### src/rtl/hs_in_pkg.sv
package hs_in_pkg;

    typedef enum logic [2:0] {
        RS_OFF,
        RS_WAIT,
        RS_READY,
        RS_PULSE,
        RS_SPENT
    } rdy_state_e;

    typedef enum logic {
        HS_INTERLOCK = 1'b0,
        HS_PULSED    = 1'b1
    } hs_mode_e;

endpackage

### src/rtl/hs_sync_edge.sv
module hs_sync_edge #(
    parameter int STAGES = 2
) (
    input  logic clk,
    input  logic rst_n,
    input  logic pin,
    input  logic sense,
    output logic edge_o
);
    localparam int LAST = STAGES - 1;

    logic             raw_act;
    logic [LAST:0]    chain_q;
    logic             prev_q;

    // Active level after polarity: sense 0 means low is active.
    assign raw_act = ~(pin ^ sense);

    always_ff @(posedge clk or negedge rst_n) begin
        if (!rst_n) begin
            chain_q[0] <= 1'b0;
        end else begin
            chain_q[0] <= raw_act;
        end
    end

    generate
        for (genvar g = 1; g < STAGES; g++) begin : g_stage
            always_ff @(posedge clk or negedge rst_n) begin
                if (!rst_n) begin
                    chain_q[g] <= 1'b0;
                end else begin
                    chain_q[g] <= chain_q[g-1];
                end
            end
        end
    endgenerate

    always_ff @(posedge clk or negedge rst_n) begin
        if (!rst_n) begin
            prev_q <= 1'b0;
        end else begin
            prev_q <= chain_q[LAST];
        end
    end

    assign edge_o = chain_q[LAST] & ~prev_q;

endmodule

### src/rtl/hs_latch_pair.sv
module hs_latch_pair #(
    parameter int DATA_W = 8
) (
    input  logic              clk,
    input  logic              rst_n,
    input  logic              push,
    input  logic [DATA_W-1:0] push_data,
    input  logic              pop,
    output logic [DATA_W-1:0] head,
    output logic [1:0]        fill
);
    localparam logic [1:0] FULL = 2'd2;

    logic [DATA_W-1:0] ent0_q, ent1_q;
    logic [1:0]        fill_q;
    logic              push_ok, pop_ok;

    assign push_ok = push && (fill_q != FULL);
    assign pop_ok  = pop && (fill_q != 2'd0);

    always_ff @(posedge clk or negedge rst_n) begin
        if (!rst_n) begin
            ent0_q <= '0;
            ent1_q <= '0;
            fill_q <= 2'd0;
        end else begin
            unique case ({push_ok, pop_ok})
                2'b01: begin
                    ent0_q <= ent1_q;
                    fill_q <= fill_q - 2'd1;
                end
                2'b10: begin
                    if (fill_q == 2'd0) ent0_q <= push_data;
                    else                ent1_q <= push_data;
                    fill_q <= fill_q + 2'd1;
                end
                2'b11: begin
                    // only possible with one entry held
                    ent0_q <= push_data;
                end
                default: begin
                end
            endcase
        end
    end

    assign head = ent0_q;
    assign fill = fill_q;

endmodule

### src/rtl/hs_rdy_fsm.sv
module hs_rdy_fsm
    import hs_in_pkg::*;
#(
    parameter int PULSE_LEN = 4
) (
    input  logic     clk,
    input  logic     rst_n,
    input  logic     en,
    input  hs_mode_e mode,
    input  logic     stb_edge,
    input  logic     room,
    output logic     rdy_on
);
    localparam int             CW   = $clog2(PULSE_LEN + 1);
    localparam logic [CW-1:0]  LAST = CW'(PULSE_LEN - 1);

    rdy_state_e     state_q, state_d;
    logic [CW-1:0]  pcnt_q;

    always_ff @(posedge clk or negedge rst_n) begin
        if (!rst_n) state_q <= RS_OFF;
        else        state_q <= state_d;
    end

    always_ff @(posedge clk or negedge rst_n) begin
        if (!rst_n)                   pcnt_q <= '0;
        else if (state_q == RS_PULSE) pcnt_q <= pcnt_q + 1'b1;
        else                          pcnt_q <= '0;
    end

    always_comb begin
        state_d = state_q;
        if (!en) begin
            state_d = RS_OFF;
        end else begin
            unique case (state_q)
                RS_OFF:   state_d = RS_WAIT;
                RS_WAIT:  if (room && !stb_edge)
                              state_d = (mode == HS_PULSED) ? RS_PULSE : RS_READY;
                RS_READY: if (stb_edge) state_d = RS_WAIT;
                RS_PULSE: if (stb_edge)            state_d = RS_WAIT;
                          else if (pcnt_q == LAST) state_d = RS_SPENT;
                RS_SPENT: if (stb_edge) state_d = RS_WAIT;
                default:  state_d = RS_OFF;
            endcase
        end
    end

    always_comb begin
        rdy_on = (state_q == RS_READY) || (state_q == RS_PULSE);
    end

endmodule

### src/rtl/hs_in_port.sv
module hs_in_port
    import hs_in_pkg::*;
#(
    parameter int DATA_W      = 8,
    parameter int SYNC_STAGES = 2,
    parameter int PULSE_LEN   = 4
) (
    input  logic              clk,
    input  logic              rst_n,
    input  logic              cfg_en,
    input  logic              cfg_mode,
    input  logic              cfg_sense_stb,
    input  logic              cfg_sense_rdy,
    input  logic [DATA_W-1:0] pin_data,
    input  logic              pin_stb,
    output logic              pin_rdy,
    input  logic              bus_rd,
    output logic [DATA_W-1:0] bus_rdata,
    output logic              stat_avail,
    output logic              stat_rdy
);
    logic       stb_edge;
    logic [1:0] fill_lvl;
    logic       room;
    logic       rdy_on;

    hs_sync_edge #(.STAGES(SYNC_STAGES)) u_sync (
        .clk    (clk),
        .rst_n  (rst_n),
        .pin    (pin_stb),
        .sense  (cfg_sense_stb),
        .edge_o (stb_edge)
    );

    hs_latch_pair #(.DATA_W(DATA_W)) u_latch (
        .clk       (clk),
        .rst_n     (rst_n),
        .push      (stb_edge),
        .push_data (pin_data),
        .pop       (bus_rd),
        .head      (bus_rdata),
        .fill      (fill_lvl)
    );

    assign room = (fill_lvl != 2'd2);

    hs_rdy_fsm #(.PULSE_LEN(PULSE_LEN)) u_fsm (
        .clk      (clk),
        .rst_n    (rst_n),
        .en       (cfg_en),
        .mode     (hs_mode_e'(cfg_mode)),
        .stb_edge (stb_edge),
        .room     (room),
        .rdy_on   (rdy_on)
    );

    assign pin_rdy    = ~(rdy_on ^ cfg_sense_rdy);
    assign stat_avail = (fill_lvl != 2'd0);
    assign stat_rdy   = 1'b0;

endmodule

### config.mk
export PLATFORM = sky130hd
export DESIGN_NAME = hs_in_port
export DESIGN_NICKNAME = d
export VERILOG_FILES = /design/src/rtl/hs_in_pkg.sv /design/src/rtl/hs_sync_edge.sv /design/src/rtl/hs_latch_pair.sv /design/src/rtl/hs_rdy_fsm.sv /design/src/rtl/hs_in_port.sv
export SDC_FILE = /design/constraint.sdc
export NUM_CORES = 1
export LEC_CHECK = 0
export ABC_AREA = 1
export BUFFER_PORTS_ARGS = -buffer_cell sky130_fd_sc_hd__buf_2
export CORE_MARGIN = 4
export CORE_UTILIZATION = 45
export DETAILED_ROUTE_END_ITERATION = 6
export HOLD_SLACK_MARGIN = 0.08
export PLACE_DENSITY = 0.68
export SYNTH_ARGS = -nofsm -noshare
export SYNTH_HDL_FRONTEND = slang
export SYNTH_SLANG_ARGS = --single-unit
### constraint.sdc
create_clock -name clk -period 1.8 [get_ports clk]
set_input_delay 0.09 -clock clk [delete_from_list [all_inputs] [get_ports clk]]
set_output_delay 0.09 -clock clk [all_outputs]
set_load 0.05 [all_outputs]
# == Yosys cells after proc, flatten, opt, wreduce, memory -nomap -nowiden ==
# Index checks and enable logic that the tools add are counted.
# Widths: inputs -> output; s select.
# op_classes
n_eq_ne,13
addsub,3
n_mul,0
n_reduce_logical,14
shift,0
n_div,0
n_lt_le_gt_ge,0
muxes,11
bitwise,7
# op_table
operator,count
$pmux 8 s3,1
$mux 3,6
$pmux 3 s4,1
$eq 3x2->1 const B,3
$mux 8,1
$ne 3x2->1 const B,2
$eq 2x2->1 const B,2
$ne 4x2->1 const B,1
$not 1->1,4
$pmux 2 s2,1
$reduce_and 2->1,2
$reduce_bool 2->1,2
$add 3x1->3 const B,1
$eq 3x1->1 const B,1
$eq 3x3->1 const B,1
$logic_and 1x1->1,3
$logic_not 3->1,1
$reduce_and 3->1,1
$reduce_bool 3->1,1
$add 2x1->2 const B,1
$eq 2x1->1 const B,1
$logic_not 2->1,1
$ne 2x1->1 const B,1
$ne 2x2->1 const B,1
other kinds (7),8
# totals
inputBits,16
latchBits,0
mem_bits_rw,0
mem_count,0
rom_bits,0
word_cells,56
register_bits,27

# == Longest topological paths before layout ==
# depth
depth_word,7
depth_mapped,10

# == Hierarchy ==
# A second synthesis with hierarchy kept.
# unflattened
cells_unflattened,182
area_unflattened_um2,1501.4
# modules_own_cells
mod,cells_per_inst,area_per_inst_um2,seq_area_each_um2,n_inst
hs_latch_pair,113,984.7,450.4,1
hs_rdy_fsm,49,371.6,150.1,1
hs_sync_edge,10,101.3,75.1,1
hs_in_port,10,43.8,0.0,1

# == Worst setup path before layout ==
# OpenSTA, ideal clock, no wires.
# synth_timing
kind,register to register
start,register u_latch.fill_q[0] (netlist: u_latch.fill[0])
end,register u_latch.ent0_q[0] (netlist: u_latch.head[0])
period_less_slack_ns,1.732
slack_ns,0.068
arrival_ns,1.610
t_required_ns,1.678
path_stages_with_launch,11
path_cell_list,dfrtp_1 > inv_2 > nand2_4 > nand2_4 > inv_1 > ha_1 > nor2_2 > buf_4 > nor2_1 > a21oi_1 > a21oi_2
# synth_between
elab_chain_len,5
word_cells_on_any_way,12
cone_classes,eq/ne (5); mux (1); reduce/logical (6)
# synth_lines
element,line_no,rtl
"start, declared",hs_latch_pair.sv:15,logic [1:0] fill_q;
"start signal, assigned",hs_latch_pair.sv:30,fill_q <= fill_q - 2'd1;
"start signal, assigned",hs_latch_pair.sv:35,fill_q <= fill_q + 2'd1;
$reduce_bool 2->1 (*),-,
named net stat_avail,hs_in_port.sv:19,"output logic stat_avail,"
$logic_and 1x1->1 (*),hs_latch_pair.sv:19,assign pop_ok = pop && (fill_q != 2'd0);
$eq 2x2->1 / $eq 2x1->1 (equally long branches),hs_latch_pair.sv:27,"unique case ({push_ok, pop_ok})"
$ne 2x1->1 (no source line) / $reduce_bool 3->1 (equally long branches),-,
$reduce_and 2->1 (no source line),-,
"end signal, assigned",hs_latch_pair.sv:29,ent0_q <= ent1_q;
"end signal, assigned",hs_latch_pair.sv:33,if (fill_q == 2'd0) ent0_q <= push_data;
"end signal, assigned",hs_latch_pair.sv:39,ent0_q <= push_data;
"end, declared",hs_latch_pair.sv:14,"logic [DATA_W-1:0] ent0_q, ent1_q;"
# Mark *: on every way through the listed nets, which the timed path passes. The rest lies on a longest branch.
# A chain may end at the register's enable or synchronous reset.

# == Worst setup path after layout ==
# layout_timing
start,register u_latch.fill_q[0] (netlist: u_latch.fill[0])
end,register u_latch.ent0_q[1] (netlist: u_latch.head[1])
# layout_between
elab_chain_len,5
word_cells_on_any_way,12
cone_classes,eq/ne (5); mux (1); reduce/logical (6)
# layout_lines
element,line_no
$ne 2x2->1 / $reduce_bool 2->1 (equally long branches),"hs_latch_pair.sv:18, hs_latch_pair.sv:19"
"$logic_and 1x1->1, on equally long branches","hs_latch_pair.sv:18, hs_latch_pair.sv:19"
$eq 2x2->1 / $eq 2x1->1 (equally long branches),hs_latch_pair.sv:27
$ne 2x1->1 (no source line) / $reduce_bool 3->1 (equally long branches),-
$reduce_and 2->1 (no source line),-
# Several ways; a longest one is shown, not always the timed one.

==> impl.org <==
** Worst hold path
- In this run the worst hold path is classified as in -> reg.
- Hold path startpoint :: cfg_en
- The path with the worst hold slack has its endpoint at u_fsm.state_q[2].
- Min-Delay Path Depth :: 5

** Detailed routing
- Remaining antenna violation count after routing :: 0
- The detailed router placed approximately 1,000 vias in this run.
- Summed over all layers, the routed wires come to 2500 µm.
- Violation count after the first detailed-route iteration :: 38
- After detailed routing, the number of remaining DRC violations is 0.
- Vias per inst :: ~4.8
- In the final routed layout, each cell accounts on average for 11.4 µm.
- The first TritonRoute pass finished after 4 iterations.

** Timing
- Setup repair after global routing left no endpoint under its margin.
- Setup slack closes at about 140 ps.
- Of the available clock period, the critical path in the final layout requires 0.924.
- Final setup viols :: 0
- The number of pins exceeding their max-slew limit in the final report came to 0.
- Clk_skew :: between 2 and 3 ps
- Counting I/O delays and the setup requirement, the final critical path takes around 1700 ps.
- The tightest hold path in the finished design has a slack of roughly 180 ps.
- Setup total negative slack on the finished layout was measured at 0 ps.
- For this run, the top clock speed supported by timing is roughly 0.60 GHz.
- The number of endpoints with negative hold slack in the final report is 0.
- The worst pin sits at a relative slew slack of 0.611.
- Transition at the pin with the smallest max-transition slack :: just under 600 ps

** Clock network
- Clock sink count :: 27
- Buffer cell driving the clock tree root :: sky130_fd_sc_hd__clkbuf_4
- Post-CTS Setup Bufs :: 0
- Number of hold-repair buffers added at the cts stage :: 12
- Buffer levels on the longest clock path :: 2
- Later-pin clock latency in the skew report :: between 300 and 400 ps
- Gates resized, CTS repair :: 0
- Number of buffers created by CTS :: 3
- TritonCTS clock tree :: built
- Register clock-pin slew on the reported worst setup and hold paths :: between 100 and 150 ps
- # H-tree levels :: 1

** Run status
- Result of the run :: finished clean

** Die
- 27 I/O pins were placed.
- Area of the core :: 0.00276 mm²
- The initial utilization of the core area, before any placement, comes to 0.473.
- The floorplan step set the die width to between 60 and 70 µm.
- Y dimension of the die :: approximately 62 µm
- Std cell rows :: 19
- Full die area :: 0.00383 mm²

** Global routing
- After global routing the overflow that remains totals 0.
- Entering global routing, the biggest net connects 28 pins.
- Global-route wire length before repair :: about 4300 µm
- Antenna violations before repair :: 0
- Global-route usage over all layers :: 0.154
- Via count of the first global-routing pass :: ~1,000

** Logic synthesis
- Counting every net in the synthesized netlist gives ~170.
- Post-synth cell types :: 25
- Dividing the synthesized area by the synthesized cell count gives about 8.8 µm².
- By area the synthesized netlist is led by sky130_fd_sc_hd__dfrtp_1 52%, sky130_fd_sc_hd__nand2_1 7.2%, sky130_fd_sc_hd__nor2_1 7.2%.
- Synthesis inferred 27 register bits.
- Of all cell types, the one taking the most synthesized area is sky130_fd_sc_hd__dfrtp_1.
- Area share of the leading cell type in the synthesized netlist :: 0.518
- Number of warnings issued by yosys :: 0
- Of the synthesized area, sequential elements account for 0.518.
- Count of mapped cells out of synthesis :: 149
- The cell area that synthesis handed to floorplanning was between 0.001 and 0.0015 mm².

** Worst setup path
- Critical path data arrival time :: 1870 ps
- The worst setup path is of the reg -> reg kind.
- The worst register-to-register path has a depth of 10.
- The worst setup path is captured at a flop.
- Reg2Reg Setup Slack :: around 140 ps
- Among all stages on the critical path, the largest delay is contributed by sky130_fd_sc_hd__dfrtp_1.
- The critical path goes through inv_2, nand2_4, nand2_4, inv_1, ha_1, nor2_2, buf_4, nor2_1, a21oi_1, a21oi_1.
- Type of element launching the critical path :: flop
- STA puts the critical path data required time at roughly 2000 ps.
- In this run the critical register-to-register path is launched from u_latch.fill[0].
- The cell family contributing the most delay on the critical path is flip-flops.
- Max FO, Critical Path :: 16
- Biggest cell delay along the critical path :: roughly 440 ps
- Destination of the worst register-to-register timing path :: u_latch.head[1]
- Worst Path Buf+Inv :: 3

** Power
- Sequential cell fraction of total power :: 0.392
- NetSw :: roughly 1.2 mW
- VDD sags by at most 1.12 mV.
- PwrDens :: 1580 mW/mm²
- The share of total power dissipated in the clock network is 0.102.
- Overall power of the completed layout :: roughly 2.5 mW
- Share of power burned in combinational logic :: 0.506
- Power Internal :: between 1 and 1.5 mW
- Of the total power, the share spent switching nets is 0.482.
- Static Leakage :: about 0.83 nW

** Layout
- Share of layout cells above drive strength 1 :: 0.223
- Diode insertion count for antenna repair :: 0
- Final Non-Filler Cells :: approximately 220
- At the end of the flow, the number of nets in the layout was ~210.
- Relative to the synthesized area, the layout overhead comes to 22.6%.

** Place
- Once placement completed, the tool counted placed cells totaling 203.
- Placed wire-length estimate after detailed placement :: ~1800 µm
- Prior to clock tree synthesis, the placed netlist has a worst setup slack of 162 ps.
- Input and output buffers added on the ports amount to 25.
- Weighted congestion reported at the end of routability-driven placement :: ~0.90

** Run
- Max capacitance violation total :: 0
logic make-up after synthesis:
logic type	synth area share
xor gates and xnor gates	0.0269
and+or+nand+nor	0.210
adders and majority gates	0.0384
AOI/OAI and AO/OA	0.131
DFF	0.518
buffers and inverters	0.0729
other	0.00287
layer usage:
layer | vias up | global-route usage | routed length [µm]
met4 | 0 | 0.0697 | 40
met2 | 26 | 0.262 | 1240
met1 | 472 | 0.197 | 1100
met3 | 4 | 0.0186 | 121
li1 | 546 | - | -
met5 | - | 0 | 0
registers in the layout, indices dropped and copies added, names as in the netlist:
register	count
u_sync.prev_q	1
u_latch.ent1_q	8
u_fsm.pcnt_q	3
u_fsm.state_q	3
u_sync.chain_q	2
u_latch.head	8
u_latch.fill	2
area by class of cell:
type	count	area [µm²]
clock buffer	3	22.5
inverter	17	63.8
fill	268	1160
multi-input combinational	101	534
timing repair buffer	39	260
clock inverter	1	5.00
tap	31	38.8
sequential	27	676
metrics by stage:
step                cell area [µm²]  utilization
floorplan                      1310            -
detailed placement             1450        0.527
global placement               1450        0.527
global route                   1600        0.580
CTS                            1600        0.580
finish                         1600        0.580
cells in the mapped netlist:
cell / count
sky130_fd_sc_hd__inv_2: 2
sky130_fd_sc_hd__buf_2: 1
sky130_fd_sc_hd__nand3_1: 3
sky130_fd_sc_hd__nand2_2: 2
sky130_fd_sc_hd__buf_6: 1
sky130_fd_sc_hd__a21o_1: 1
sky130_fd_sc_hd__a21oi_2: 2
sky130_fd_sc_hd__o21ai_4: 1
sky130_fd_sc_hd__o21ai_0: 1
sky130_fd_sc_hd__nor2_1: 25
sky130_fd_sc_hd__ha_1: 4
sky130_fd_sc_hd__nand2_1: 25
sky130_fd_sc_hd__a21oi_1: 17
sky130_fd_sc_hd__inv_1: 15
sky130_fd_sc_hd__nor2_2: 1
sky130_fd_sc_hd__dfrtp_1: 27
sky130_fd_sc_hd__nand3_2: 1
sky130_fd_sc_hd__and2b_1: 1
sky130_fd_sc_hd__xor2_1: 2
sky130_fd_sc_hd__buf_4: 2
sky130_fd_sc_hd__xnor2_1: 2
sky130_fd_sc_hd__conb_1: 1
sky130_fd_sc_hd__o21ai_1: 8
sky130_fd_sc_hd__nand4_1: 2
sky130_fd_sc_hd__nand2_4: 2
worst max path at each step:
stage | startpoint | to | slack [ps] | cells after the start
after floorplan | u_latch.fill[0] | u_latch.head[0] | 70 | 10
after global placement | u_latch.fill[0] | u_latch.head[7] | 190 | 10
after detailed placement | u_latch.fill[0] | u_latch.head[1] | 160 | 10
after CTS | u_latch.fill[0] | u_latch.head[1] | 140 | 10
after global routing | u_sync.prev_q | u_latch.head[0] | 8 | 9
final | u_latch.fill[0] | u_latch.head[1] | 140 | 10
power groups by stage:
stage                     Sequential [mW]  Combinational, mW  Clock (mW)
final                               0.992               1.28       0.259
after global routing                 1.03               1.41       0.297
after CTS                           0.992               1.29       0.273
after detailed placement             1.01               1.27           0
after global placement              0.998               1.25           0
after floorplan                      1.31              0.705           0
worst min-delay path, delay by kind of cell:
kind,cells,cell delay [ps]
buf+inv,1,120
simple gates,4,270
cell usage in the layout, fill, tap and decap left out, types with 3 or more instances in the layout:
cell,instances
sky130_fd_sc_hd__nand2_1,25
sky130_fd_sc_hd__clkbuf_4,3
sky130_fd_sc_hd__inv_1,15
sky130_fd_sc_hd__ha_1,4
sky130_fd_sc_hd__buf_2,25
sky130_fd_sc_hd__o21ai_1,8
sky130_fd_sc_hd__dfrtp_1,27
sky130_fd_sc_hd__dlygate4sd3_1,12
sky130_fd_sc_hd__a21oi_1,17
sky130_fd_sc_hd__nand3_1,3
sky130_fd_sc_hd__nor2_1,25
Power figures use the tool's default switching activity.
